File: config.mk
export PLATFORM = sky130hd
export DESIGN_NAME = fpm_stale_msb
export DESIGN_NICKNAME = d
export VERILOG_FILES = /design/src/rtl/fpm_pkg.sv /design/src/rtl/fpm_sig_mul.sv /design/src/rtl/fpm_crit_track.sv /design/src/rtl/fpm_exp_norm.sv /design/src/rtl/fpm_stale_msb.sv
export SDC_FILE = /design/constraint.sdc
export NUM_CORES = 1
export LEC_CHECK = 0
export CAP_MARGIN = 20
export CORE_MARGIN = 2
export CORE_UTILIZATION = 35
export CTS_CLUSTER_DIAMETER = 150
export DETAILED_ROUTE_END_ITERATION = 10
export PLACE_DENSITY_LB_ADDON = 0.05
export SLEW_MARGIN = 20
export SYNTH_ARGS = -nofsm -noshare
export SYNTH_HDL_FRONTEND = slang
export SYNTH_SLANG_ARGS = --single-unit
File: constraint.sdc
create_clock -name clk -period 10.57 [get_ports clk]
set_input_delay 2.114 -clock clk [delete_from_list [all_inputs] [get_ports clk]]
set_output_delay 2.114 -clock clk [all_outputs]
set_load 0.005 [all_outputs]
File: src/rtl/fpm_pkg.sv
package fpm_pkg;

    parameter int EXP_W_DEF = 8;
    parameter int MAN_W_DEF = 23;

    // what the fault path does to the exponent increment
    typedef enum logic [1:0] {
        CB_KEEP     = 2'd0,
        CB_FORCE_HI = 2'd1,
        CB_FORCE_LO = 2'd2
    } cb_action_e;

    function automatic cb_action_e cb_decide(input logic fault_on,
                                             input logic crit_now,
                                             input logic crit_prev);
        if (!fault_on || (crit_now == crit_prev))
            return CB_KEEP;
        else if (crit_now)
            return CB_FORCE_LO;
        else
            return CB_FORCE_HI;
    endfunction

endpackage

File: src/rtl/fpm_sig_mul.sv
module fpm_sig_mul #(
    parameter int MAN_W = fpm_pkg::MAN_W_DEF
) (
    input  logic [MAN_W-1:0] frac_a,
    input  logic [MAN_W-1:0] frac_b,
    output logic [MAN_W:0]   prod_top,
    output logic             crit
);
    localparam int SIG_W  = MAN_W + 1;
    localparam int PROD_W = 2 * SIG_W;

    logic [SIG_W-1:0]  sig_a;
    logic [SIG_W-1:0]  sig_b;
    logic [PROD_W-1:0] prod;
    logic              unused_low;

    always_comb begin
        sig_a = {1'b1, frac_a};
        sig_b = {1'b1, frac_b};
        prod  = PROD_W'(sig_a) * PROD_W'(sig_b);
    end

    // MSB drives normalisation; the next MAN_W+1 bits hold both candidate fields
    assign crit       = prod[PROD_W-1];
    assign prod_top   = prod[PROD_W-2 -: MAN_W+1];
    assign unused_low = ^prod[PROD_W-MAN_W-3:0];

endmodule

File: src/rtl/fpm_crit_track.sv
module fpm_crit_track
    import fpm_pkg::*;
(
    input  logic       clk,
    input  logic       rst,
    input  logic       op_valid,
    input  logic       fault_req,
    input  logic       crit_now,
    output logic       prev_q,
    output cb_action_e action
);
    always_ff @(posedge clk) begin
        if (rst)
            prev_q <= 1'b0;
        else if (op_valid)
            prev_q <= crit_now;
    end

    assign action = cb_decide(fault_req, crit_now, prev_q);

endmodule

File: src/rtl/fpm_exp_norm.sv
module fpm_exp_norm
    import fpm_pkg::*;
#(
    parameter int EXP_W = EXP_W_DEF,
    parameter int MAN_W = MAN_W_DEF
) (
    input  logic [EXP_W-1:0] exp_a,
    input  logic [EXP_W-1:0] exp_b,
    input  logic [MAN_W:0]   prod_top,
    input  logic             crit,
    input  cb_action_e       action,
    output logic [EXP_W-1:0] exp_out,
    output logic [MAN_W-1:0] man_out
);
    localparam int EW2 = EXP_W + 2;
    localparam int BIAS = (1 << (EXP_W - 1)) - 1;
    localparam int EMAX = (1 << EXP_W) - 2;
    localparam logic signed [EW2-1:0] BIAS_S = EW2'(BIAS);
    localparam logic signed [EW2-1:0] EMAX_S = EW2'(EMAX);
    localparam logic signed [EW2-1:0] ONE_S  = EW2'(1);

    logic signed [EW2-1:0] e_base;
    logic signed [EW2-1:0] e_fin;
    logic [MAN_W-1:0]      man_norm;

    always_comb begin
        e_base = $signed({2'b00, exp_a}) + $signed({2'b00, exp_b}) - BIAS_S;
        unique case (action)
            CB_FORCE_HI: e_fin = e_base + ONE_S;
            CB_FORCE_LO: e_fin = e_base;
            default:     e_fin = e_base + (crit ? ONE_S : '0);
        endcase
        // significand always follows the true MSB
        man_norm = crit ? prod_top[MAN_W -: MAN_W] : prod_top[MAN_W-1:0];

        if (e_fin > EMAX_S) begin
            exp_out = EXP_W'(EMAX);
            man_out = '1;
        end else if (e_fin < ONE_S) begin
            exp_out = EXP_W'(1);
            man_out = '0;
        end else begin
            exp_out = e_fin[EXP_W-1:0];
            man_out = man_norm;
        end
    end

endmodule

File: src/rtl/fpm_stale_msb.sv
module fpm_stale_msb
    import fpm_pkg::*;
#(
    parameter int EXP_W = EXP_W_DEF,
    parameter int MAN_W = MAN_W_DEF,
    localparam int WORD_W = 1 + EXP_W + MAN_W
) (
    input  logic              clk,
    input  logic              rst,
    input  logic              in_valid,
    input  logic [WORD_W-1:0] op_a,
    input  logic [WORD_W-1:0] op_b,
    input  logic              fault_req,
    output logic              out_valid,
    output logic [WORD_W-1:0] out_res
);
    logic [MAN_W:0]   prod_top;
    logic             crit_now;
    logic             prev_q;
    cb_action_e       action;
    logic [EXP_W-1:0] exp_res;
    logic [MAN_W-1:0] man_res;
    logic             sign_res;

    fpm_sig_mul #(.MAN_W(MAN_W)) u_mul (
        .frac_a   (op_a[MAN_W-1:0]),
        .frac_b   (op_b[MAN_W-1:0]),
        .prod_top (prod_top),
        .crit     (crit_now)
    );

    fpm_crit_track u_trk (
        .clk       (clk),
        .rst       (rst),
        .op_valid  (in_valid),
        .fault_req (fault_req),
        .crit_now  (crit_now),
        .prev_q    (prev_q),
        .action    (action)
    );

    fpm_exp_norm #(.EXP_W(EXP_W), .MAN_W(MAN_W)) u_norm (
        .exp_a    (op_a[MAN_W +: EXP_W]),
        .exp_b    (op_b[MAN_W +: EXP_W]),
        .prod_top (prod_top),
        .crit     (crit_now),
        .action   (action),
        .exp_out  (exp_res),
        .man_out  (man_res)
    );

    assign sign_res = op_a[WORD_W-1] ^ op_b[WORD_W-1];

    always_ff @(posedge clk) begin
        if (rst) begin
            out_valid <= 1'b0;
            out_res   <= '0;
        end else begin
            out_valid <= in_valid;
            if (in_valid)
                out_res <= {sign_res, exp_res, man_res};
        end
    end

endmodule

After elaboration in Yosys (flattened, before gate mapping)
Cells that the tools add are included.
{ "op_classes": {"bitwise": 1, "reduce_logical": 2, "n_mux": 9, "order_cmp": 2, "mul": 1, "addsub": 4, "eq_ne": 3} }
{ "op_table": {"columns": ["op", "count"], "rows": [
  ["23-bit 2-to-1 mux", 3],
  ["24-bit by 24-bit multiplier with 48-bit output", 1],
  ["10-bit one-hot mux with 2 select lines", 1],
  ["8-bit 2-to-1 mux", 2],
  ["10-bit adder", 1],
  ["10-bit by 2-bit adder with 10-bit output, second input constant", 1],
  ["10-bit by 9-bit > comparator with 1-bit output, second input constant", 1],
  ["10-bit by 2-bit less-than comparator with 1-bit output, second input constant", 1],
  ["10-bit by 8-bit subtractor with 10-bit output, second input constant", 1],
  ["8-bit by 8-bit adder with 9-bit output", 1],
  ["2-bit 2-to-1 mux", 2],
  ["2-bit by 1-bit == test with 1-bit output, second input constant", 1],
  ["2-bit == test, second input constant", 1],
  ["1-bit == test", 1],
  ["1-bit zero test", 1],
  ["1-bit logical OR", 1],
  ["1-bit 2-to-1 mux", 1],
  ["1-bit bitwise XOR", 1]
]} }
{ "totals": {"register_bits": 34, "output_inout_bits": 33} }

Longest topological paths before layout
Gate-level depths: netlist of the first run.
{ "depth": {"ltp_word": 9, "ltp_mapped": 43, "depth_no_buf": 37} }

By module
Synthesis of the first run repeated with hierarchy kept, for this count alone.
{ "unflattened": {"cells_unflattened": 2354, "area_unflattened_um2": 21035.2} }
{ "modules_own_cells": {"columns": ["module", "area_per_inst_um2", "n_inst", "cells_each"], "rows": [
  ["fpm_sig_mul", 17832.1, 1, 1997],
  ["fpm_exp_norm", 1944.4, 1, 244],
  ["fpm_stale_msb", 1208.7, 1, 107],
  ["fpm_crit_track", 50.0, 1, 6]
]} }

Worst setup path after synthesis of the first run
OpenSTA, ideal clock, no wires.
{ "synth_path": {"path_type": "input to register", "from": "input op_b[12]", "to": "register out_res[13]", "path_buffers": 7, "required_ns": 10.489, "t_arrival_ns": 10.903, "stages": 40, "path_slack_ns": -0.414, "path_cell_list": "clkbuf_1 buf_1 nand2_1 fa_1 inv_1 fa_1 fa_1 fa_1 fa_1 fa_1 inv_1 fa_1 inv_1 ha_1 buf_6 a21oi_2 o21ai_1 a21o_1 [... 4 more ...] buf_2 buf_1 ha_1 nor2b_1 a31o_2 nand3_1 nand2b_1 mux2i_1 a211oi_1 o21ai_1 nor2_1 xnor2_1 nand4_1 o41ai_2 nor2_1 buf_4 buf_6 a211oi_2"} }
{ "synth_via": {"elab_chain_cells": 9, "elab_cells_between_ends": 15} }
{ "synth_lines": {"columns": ["item", "line", "text"], "rows": [
  ["start, declared", "fpm_stale_msb.sv:12", "input logic [WORD_W-1:0] op_b,"],
  ["24-bit by 24-bit multiplier with 48-bit output *", "fpm_sig_mul.sv:20", "prod = PROD_W'(sig_a) * PROD_W'(sig_b);"],
  ["branches (longest 7 deep; another with 10-bit adder)", null, null],
  ["23-bit 2-to-1 mux *", "fpm_exp_norm.sv:36", "if (e_fin > EMAX_S) begin"],
  ["end signal, assigned", "fpm_stale_msb.sv:61", "out_res <= {sign_res, exp_res, man_res};"],
  ["end, declared", "fpm_stale_msb.sv:15", "output logic [WORD_W-1:0] out_res"]
]} }
Mark *: on every way between the ends.
A chain may end at the register's enable or synchronous reset.

Worst setup path after layout of the first run
{ "layout_path": {"from": "input op_b[1]", "to": "register out_res[25]"} }
{ "layout_via": {"elab_chain_cells": 9, "elab_cells_between_ends": 14} }
{ "layout_lines": {"columns": ["item", "line", "text"], "rows": [
  ["24-bit by 24-bit multiplier with 48-bit output *", "fpm_sig_mul.sv:20", null],
  ["branches (longest 4 deep; another with 10-bit adder)", null, null],
  ["10-bit one-hot mux with 2 select lines *", "fpm_exp_norm.sv:28", "unique case (action)"],
  ["10-bit by 2-bit less-than comparator with 1-bit output", "fpm_exp_norm.sv:39", "end else if (e_fin < ONE_S) begin"],
  ["8-bit 2-to-1 mux", "fpm_exp_norm.sv:39", null],
  ["8-bit 2-to-1 mux *", "fpm_exp_norm.sv:36", null]
]} }
Marks and branches as above.

==> results.txt, run 1 <==
Status -> complete, no violations
CTS tree -> done
Antenna Cells -> 0
FF+latch count, synth -> 34
Critical Path Start -> op_b[1]
FMAX -> 95.6 MHz
Worst Tran Pin Value -> 0.618 ns
Critical Path AT -> 10.64 ns
Maximum Capacitance Violations -> 0
Top cells by area, synth -> fa_1, ha_1, inv_1
Wire per inst -> 18.5 um
Xor and xnor area share after synthesis -> 1.74%
Hold Crit Depth -> 2
RSZ-0062 raised after global routing -> yes
Worst reg-to-reg path cell count -> 15
Fraction of registers with async set/reset -> 0%
Worst Path Max Fanout -> 8
Synth cell types -> 79
Seq/Total Area, Yosys -> 3.24%
Area grow syn2layout -> 28.0%
Core Box Area -> 59200 um^2
Vias per inst -> 4.75
Total grt overflow -> 0
Tot GR Track Use -> 21.2%
Residual DRC -> 0
Initial DRC Count -> 680
Layout cells sized above 1 -> 21.6%
Period minus WS final -> 10.46 ns
CP max-delay cell -> fa_1
Clk buf depth -> 2
Synth Net Count -> 3155
CTS HTree Levels -> 2
NumNets Final -> 3517
Max-slew violations -> 0
Synth area leader -> fa_1
Largest net degree at the start of global routing -> 41
Crit. End Element -> register
Final wirelength -> 65800 um
Mapped cell area -> 21000 um^2
CP Class -> primary input to register
Post-synth top flop -> dfxtp_1
Initial core utilization -> 35.5%
Clock latency at the later pin of the worst-skew pair -> 0.28 ns
Final hold vios -> 0
Die extent in x -> 249 um
Initial antenna violation count -> 1
Via Count -> 16915
# rows -> 89
Largest family of logic cells by synthesized area -> adder cells
Max incr delay on CP -> 0.55 ns
CTS Sinks -> 34
Clk slew on worst S/H paths -> 0.05 ns
Die area -> 62000 um^2
CTS Buf Count -> 5
Origin of the critical flop-to-flop path -> u_trk.prev_q$_SDFFE_PP0P_
Hold WC Path Type -> register to register
Residual antenna-violating net count after detailed routing -> 0
Final Util -> 45.4%
Vias in the first global route -> 18446
Most used cell, CP -> fa_1
Simple-Gate Fraction of Synth Area -> 17.4%
First-pass GRT wire length -> 104000 um
CP startpoint kind -> primary input
Pre-antenna DRT Iters -> 7
Detailed Place HPWL -> 55700 um
Die Y -> 249 um
Sequential cell area -> 681 um^2
GPL Wtd Cong -> 0.827
Hold-fix buffers at CTS -> 0
Post-synth EDFFs -> 0
Synth Area in Compound Gates -> 8.02%
Num ports -> 101
Mapped Cells -> 2423
Worst path depth -> 38
Mean Syn Cell Area -> 8.68 um^2
Hold_sp -> out_res[26]$_SDFFE_PP0P_
Mux cell area share after synthesis -> 0.298%
Area of the multi-input gates -> 18300 um^2
Final setup fails -> 0
CP required -> 10.76 ns
Count leader, synth -> inv_1
Cell family with most CP delay -> adder cells
CTS root buf -> clkbuf_16
Setup Skew -> 0.00668 ns
Buffers & Inverters on Critical Path -> 9
Adder-cell share of the synthesized area -> 56.7%
Fill cells -> 5926
YS warnings -> 0
Max-slew headroom -> 58.5%
Post-synth top cells -> inv_1, fa_1, nand2_1, and2_1, ha_1
# port buffers -> 100
Post-route clock period utilization -> 98.9%
Yosys top cell area share -> 45.9%
==> registers in the layout, indices dropped and copies added (netlist names) <==
register      count
u_trk.prev_q      1
out_valid         1
out_res          32
==> per-stage QoR <==
| stage | setup TNS, ns | setup WS [ns] | instances | instance area [um^2] | hold slack (ns) |
|---|---|---|---|---|---|
| 6_report | 0 | 0.113 | 3559 | 26900 | 0.489 |
| 5_1_grt | -5.73 | -0.222 | 3559 | 26900 | 0.506 |
| 4_1_cts | -0.0260 | -0.0107 | 3513 | 26000 | 0.491 |
| 3_5_place_dp | -19.19 | -0.683 | 3472 | 25200 | 0.479 |
| 3_3_place_gp | -16.11 | -0.536 | 3472 | 25200 | 0.473 |
| 2_1_floorplan | 0 | 0.0282 | 2423 | 21100 | 0.462 |
==> area by class of cell <==
cell class,count,area share (%)
clock buffer,5,0.465
clock inverter,3,0.167
timing repair buffer,471,17.2
inverter,581,8.19
sequential,34,2.53
tap,773,3.59
multi-input combinational,1692,67.8
==> final timing paths <==
path | to | slack, ns
setup / recovery | out_res[25]$_SDFFE_PP0P_ | 0.11
hold / removal | out_res[26]$_SDFFE_PP0P_ | 0.49
setup reg to reg | out_res[25]$_SDFFE_PP0P_ | 7.37
hold reg to reg | out_res[26]$_SDFFE_PP0P_ | 0.49
==> cell usage in the layout (no fill, tap or decap), drive strengths merged, types with 11 or more instances in the layout <==
cell,netlist,final
inv,579,575
fa,482,482
buf,12,368
nand2,339,339
and2,219,219
ha,182,182
nor2,98,98
clkdlybuf4s50,0,55
o21ai,48,48
a21oi,40,40
a211oi,39,39
clkbuf,104,36
dfxtp,34,34
xnor2,25,25
nor3,21,21
a21o,16,16
xor2,15,15
dlymetal6s2s,0,15
nand3,15,15
o211ai,14,14
nand2b,13,13
nand4,11,11
==> logic make-up after synthesis <==
family / count (synthesis)
AOI/OAI and AO/OA: 224
muxes: 6
DFF: 34
xor gates and xnor gates: 40
buffers and inverters: 697
adders and majority gates: 664
and+or+nand+nor: 758
==> per-layer routing <==
layer	global-route usage, %	wire length (um)
met4	3.06	966
met2	35.8	31700
met1	30.3	30300
met5	0	0
met3	1.72	2840
==> tightest hold or removal path, delay by kind of cell (launching register included) <==
| family | cells | cell delay, ns |
|---|---|---|
| DFF | 1 | 0.31 |
| and+or+nand+nor | 1 | 0.08 |
| AOI/OAI and AO/OA | 1 | 0.05 |
==> repair_timing <==
item,CTS,global route
setup endpoints to repair,31,31
cloned,3,8
resized for setup,116,228
hold endpoints to repair,0,0
pin swaps,44,111
buffers inserted,30,41
Power of run 1 is left out: the tool's default activity adds up to more than one toggle a clock period on the data nets, which glitch-free logic cannot reach.
==> run 2: changes to the inputs <==
--- a/config.mk
+++ b/config.mk
@@ -11,6 +11,8 @@
 export CTS_CLUSTER_DIAMETER = 150
 export DETAILED_ROUTE_END_ITERATION = 10
 export PLACE_DENSITY_LB_ADDON = 0.05
+export REMOVE_ABC_BUFFERS = 1
+export SETUP_SLACK_MARGIN = 0.5
 export SLEW_MARGIN = 20
 export SYNTH_ARGS = -nofsm -noshare
 export SYNTH_HDL_FRONTEND = slang
==> results.txt, run 2 (synthesized netlist as in run 1, its figures left out) <==
Final wirelength -> 67000 um
Status -> complete, no violations
Die extent in x -> 249 um
Setup Skew -> 0.00489 ns
Die area -> 62000 um^2
Worst Path Max Fanout -> 7
Layout cells sized above 1 -> 22.2%
CTS root buf -> clkbuf_16
Hold_sp -> out_res[31]$_SDFFE_PP0P_
Area grow syn2layout -> 30.0%
Via Count -> 17087
RR Endpoint -> out_res[25]$_SDFFE_PP0P_
Hold Crit Endpoint -> out_res[31]$_SDFFE_PP0P_
Core Box Area -> 59200 um^2
Max incr delay on CP -> 0.55 ns
Post-placement cell count -> 3481
Origin of the critical flop-to-flop path -> u_trk.prev_q$_SDFFE_PP0P_
Initial core utilization -> 35.5%
Met2 Track Usage GR -> 38.7%
CTS Sinks -> 34
Final cell count without fillers -> 3584
Max-slew headroom -> 49.8%
Setup TNS -> 0 ns
Initial antenna violation count -> 0
Die Y -> 249 um
Post-route clock period utilization -> 98.8%
Clock latency at the later pin of the worst-skew pair -> 0.27 ns
CTS Buf Count -> 5
Max FFs per register -> 32
CP Class -> primary input to register
Crit. End Element -> register
CP required -> 10.76 ns
Residual antenna-violating net count after detailed routing -> 0
Tot GR Track Use -> 22.4%
CTS tree -> done
CP startpoint kind -> primary input
CTS HTree Levels -> 2
Commonest non-fill, non-tap cell in the layout -> inv_1
Residual DRC -> 0
Hold Slack -> 0.488 ns
Wire per inst -> 18.7 um
Final setup fails -> 0
Total grt overflow -> 0
Pre-antenna DRT Iters -> 5
First-pass GRT wire length -> 109000 um
Clk slew on worst S/H paths -> 0.05 ns
Most used routing layer -> met2
GPL Wtd Cong -> 0.875
Period minus WS final -> 10.44 ns
Most frequent cells in the layout -> inv_1, fa_1, nand2_1
Hold WC Path Type -> register to register
Worst Tran Pin Value -> 0.748 ns
Largest reg by FF count -> out_res
Detailed Place HPWL -> 56300 um
RSZ-0062 raised after global routing -> yes
Vias per inst -> 4.77
# port buffers -> 100
CP max-delay cell -> fa_1
Worst reg-to-reg path cell count -> 16
Initial DRC Count -> 789
FMAX -> 95.8 MHz
Clk buf depth -> 2
NumNets Final -> 3543
Final hold vios -> 0
Maximum Capacitance Violations -> 0
Largest net degree at the start of global routing -> 41
Antenna Cells -> 0
Slack of the worst reg-to-reg path -> 7.43 ns
Max-slew violations -> 0
Hold Crit Depth -> 2
Num ports -> 101
# rows -> 89
Met3 Use GR -> 1.07%
Critical Path AT -> 10.63 ns
GRT met1 Usage -> 31.8%
Vias in the first global route -> 18990
Regs by FF count -> out_res: 32 flops, out_valid: 1 flops, u_trk.prev_q: 1 flops
run 2: layer usage:
layer  part of all wire [%]  vias up
li1                       -     8024
met1                     46     8685
met2                     49      335
met3                    3.4       43
met4                    1.7        0
met5                      0        -
run 2: final cells by class:
class,instances,area (um^2)
clock buffer,7,133
fill,5874,31900
inverter,581,2210
multi-input combinational,1692,18300
sequential,34,681
tap,773,967
timing repair buffer,497,5090
run 2: what timing repair did:
| action | CTS | global route |
|---|---|---|
| setup buffers | 77 | 4 |
| endpoints found under the setup margin | 31 | 31 |
| resized for setup | 368 | 30 |
| cloned | 11 | 4 |
| hold buffers | 0 | 0 |
| pin swaps | 149 | 21 |
run 2: worst max path at each step:
stage | slack (ns) | depth (start not counted) | endpoint | start
after floorplan | -1.20 | 37 | out_res[10]$_SDFFE_PP0P_ | op_b[8]
after global placement | -0.66 | 38 | out_res[12]$_SDFFE_PP0P_ | op_a[13]
after detailed placement | -0.84 | 40 | out_res[29]$_SDFFE_PP0P_ | op_b[3]
after CTS | 0.15 | 38 | out_res[5]$_SDFFE_PP0P_ | op_b[7]
after global routing | -0.32 | 42 | out_res[28]$_SDFFE_PP0P_ | op_a[13]
final | 0.13 | 41 | out_res[25]$_SDFFE_PP0P_ | op_a[14]
run 2: critical path, delay by kind of cell:
| kind | cells | cell delay, ns |
|---|---|---|
| adders and majority gates | 9 | 4.02 |
| AOI/OAI and AO/OA | 11 | 2.43 |
| buffers and inverters | 12 | 0.98 |
| and+or+nand+nor | 7 | 0.88 |
| xor gates and xnor gates | 1 | 0.11 |
| muxes | 1 | 0.06 |
run 2: stage by stage:
stage	utilization [%]	area, um^2	setup slack, ns
6_report	46.1	27300	0.129
2_1_floorplan	-	20600	-1.20
3_3_place_gp	42.7	25300	-0.663
4_1_cts	45.8	27100	0.148
3_5_place_dp	42.7	25300	-0.838
5_1_grt	46.1	27300	-0.319
Power of run 2 is left out for the same reason.
==> run 3: changes to the inputs <==
--- a/config.mk
+++ b/config.mk
@@ -13,7 +13,6 @@
 export PLACE_DENSITY_LB_ADDON = 0.05
 export REMOVE_ABC_BUFFERS = 1
 export SETUP_SLACK_MARGIN = 0.5
-export SLEW_MARGIN = 20
 export SYNTH_ARGS = -nofsm -noshare
 export SYNTH_HDL_FRONTEND = slang
 export SYNTH_SLANG_ARGS = --single-unit
==> results of run 3 <==
No change in the layout: final DEF, timing and power equal those of run 2.
Power of run 3 is left out for the same reason.
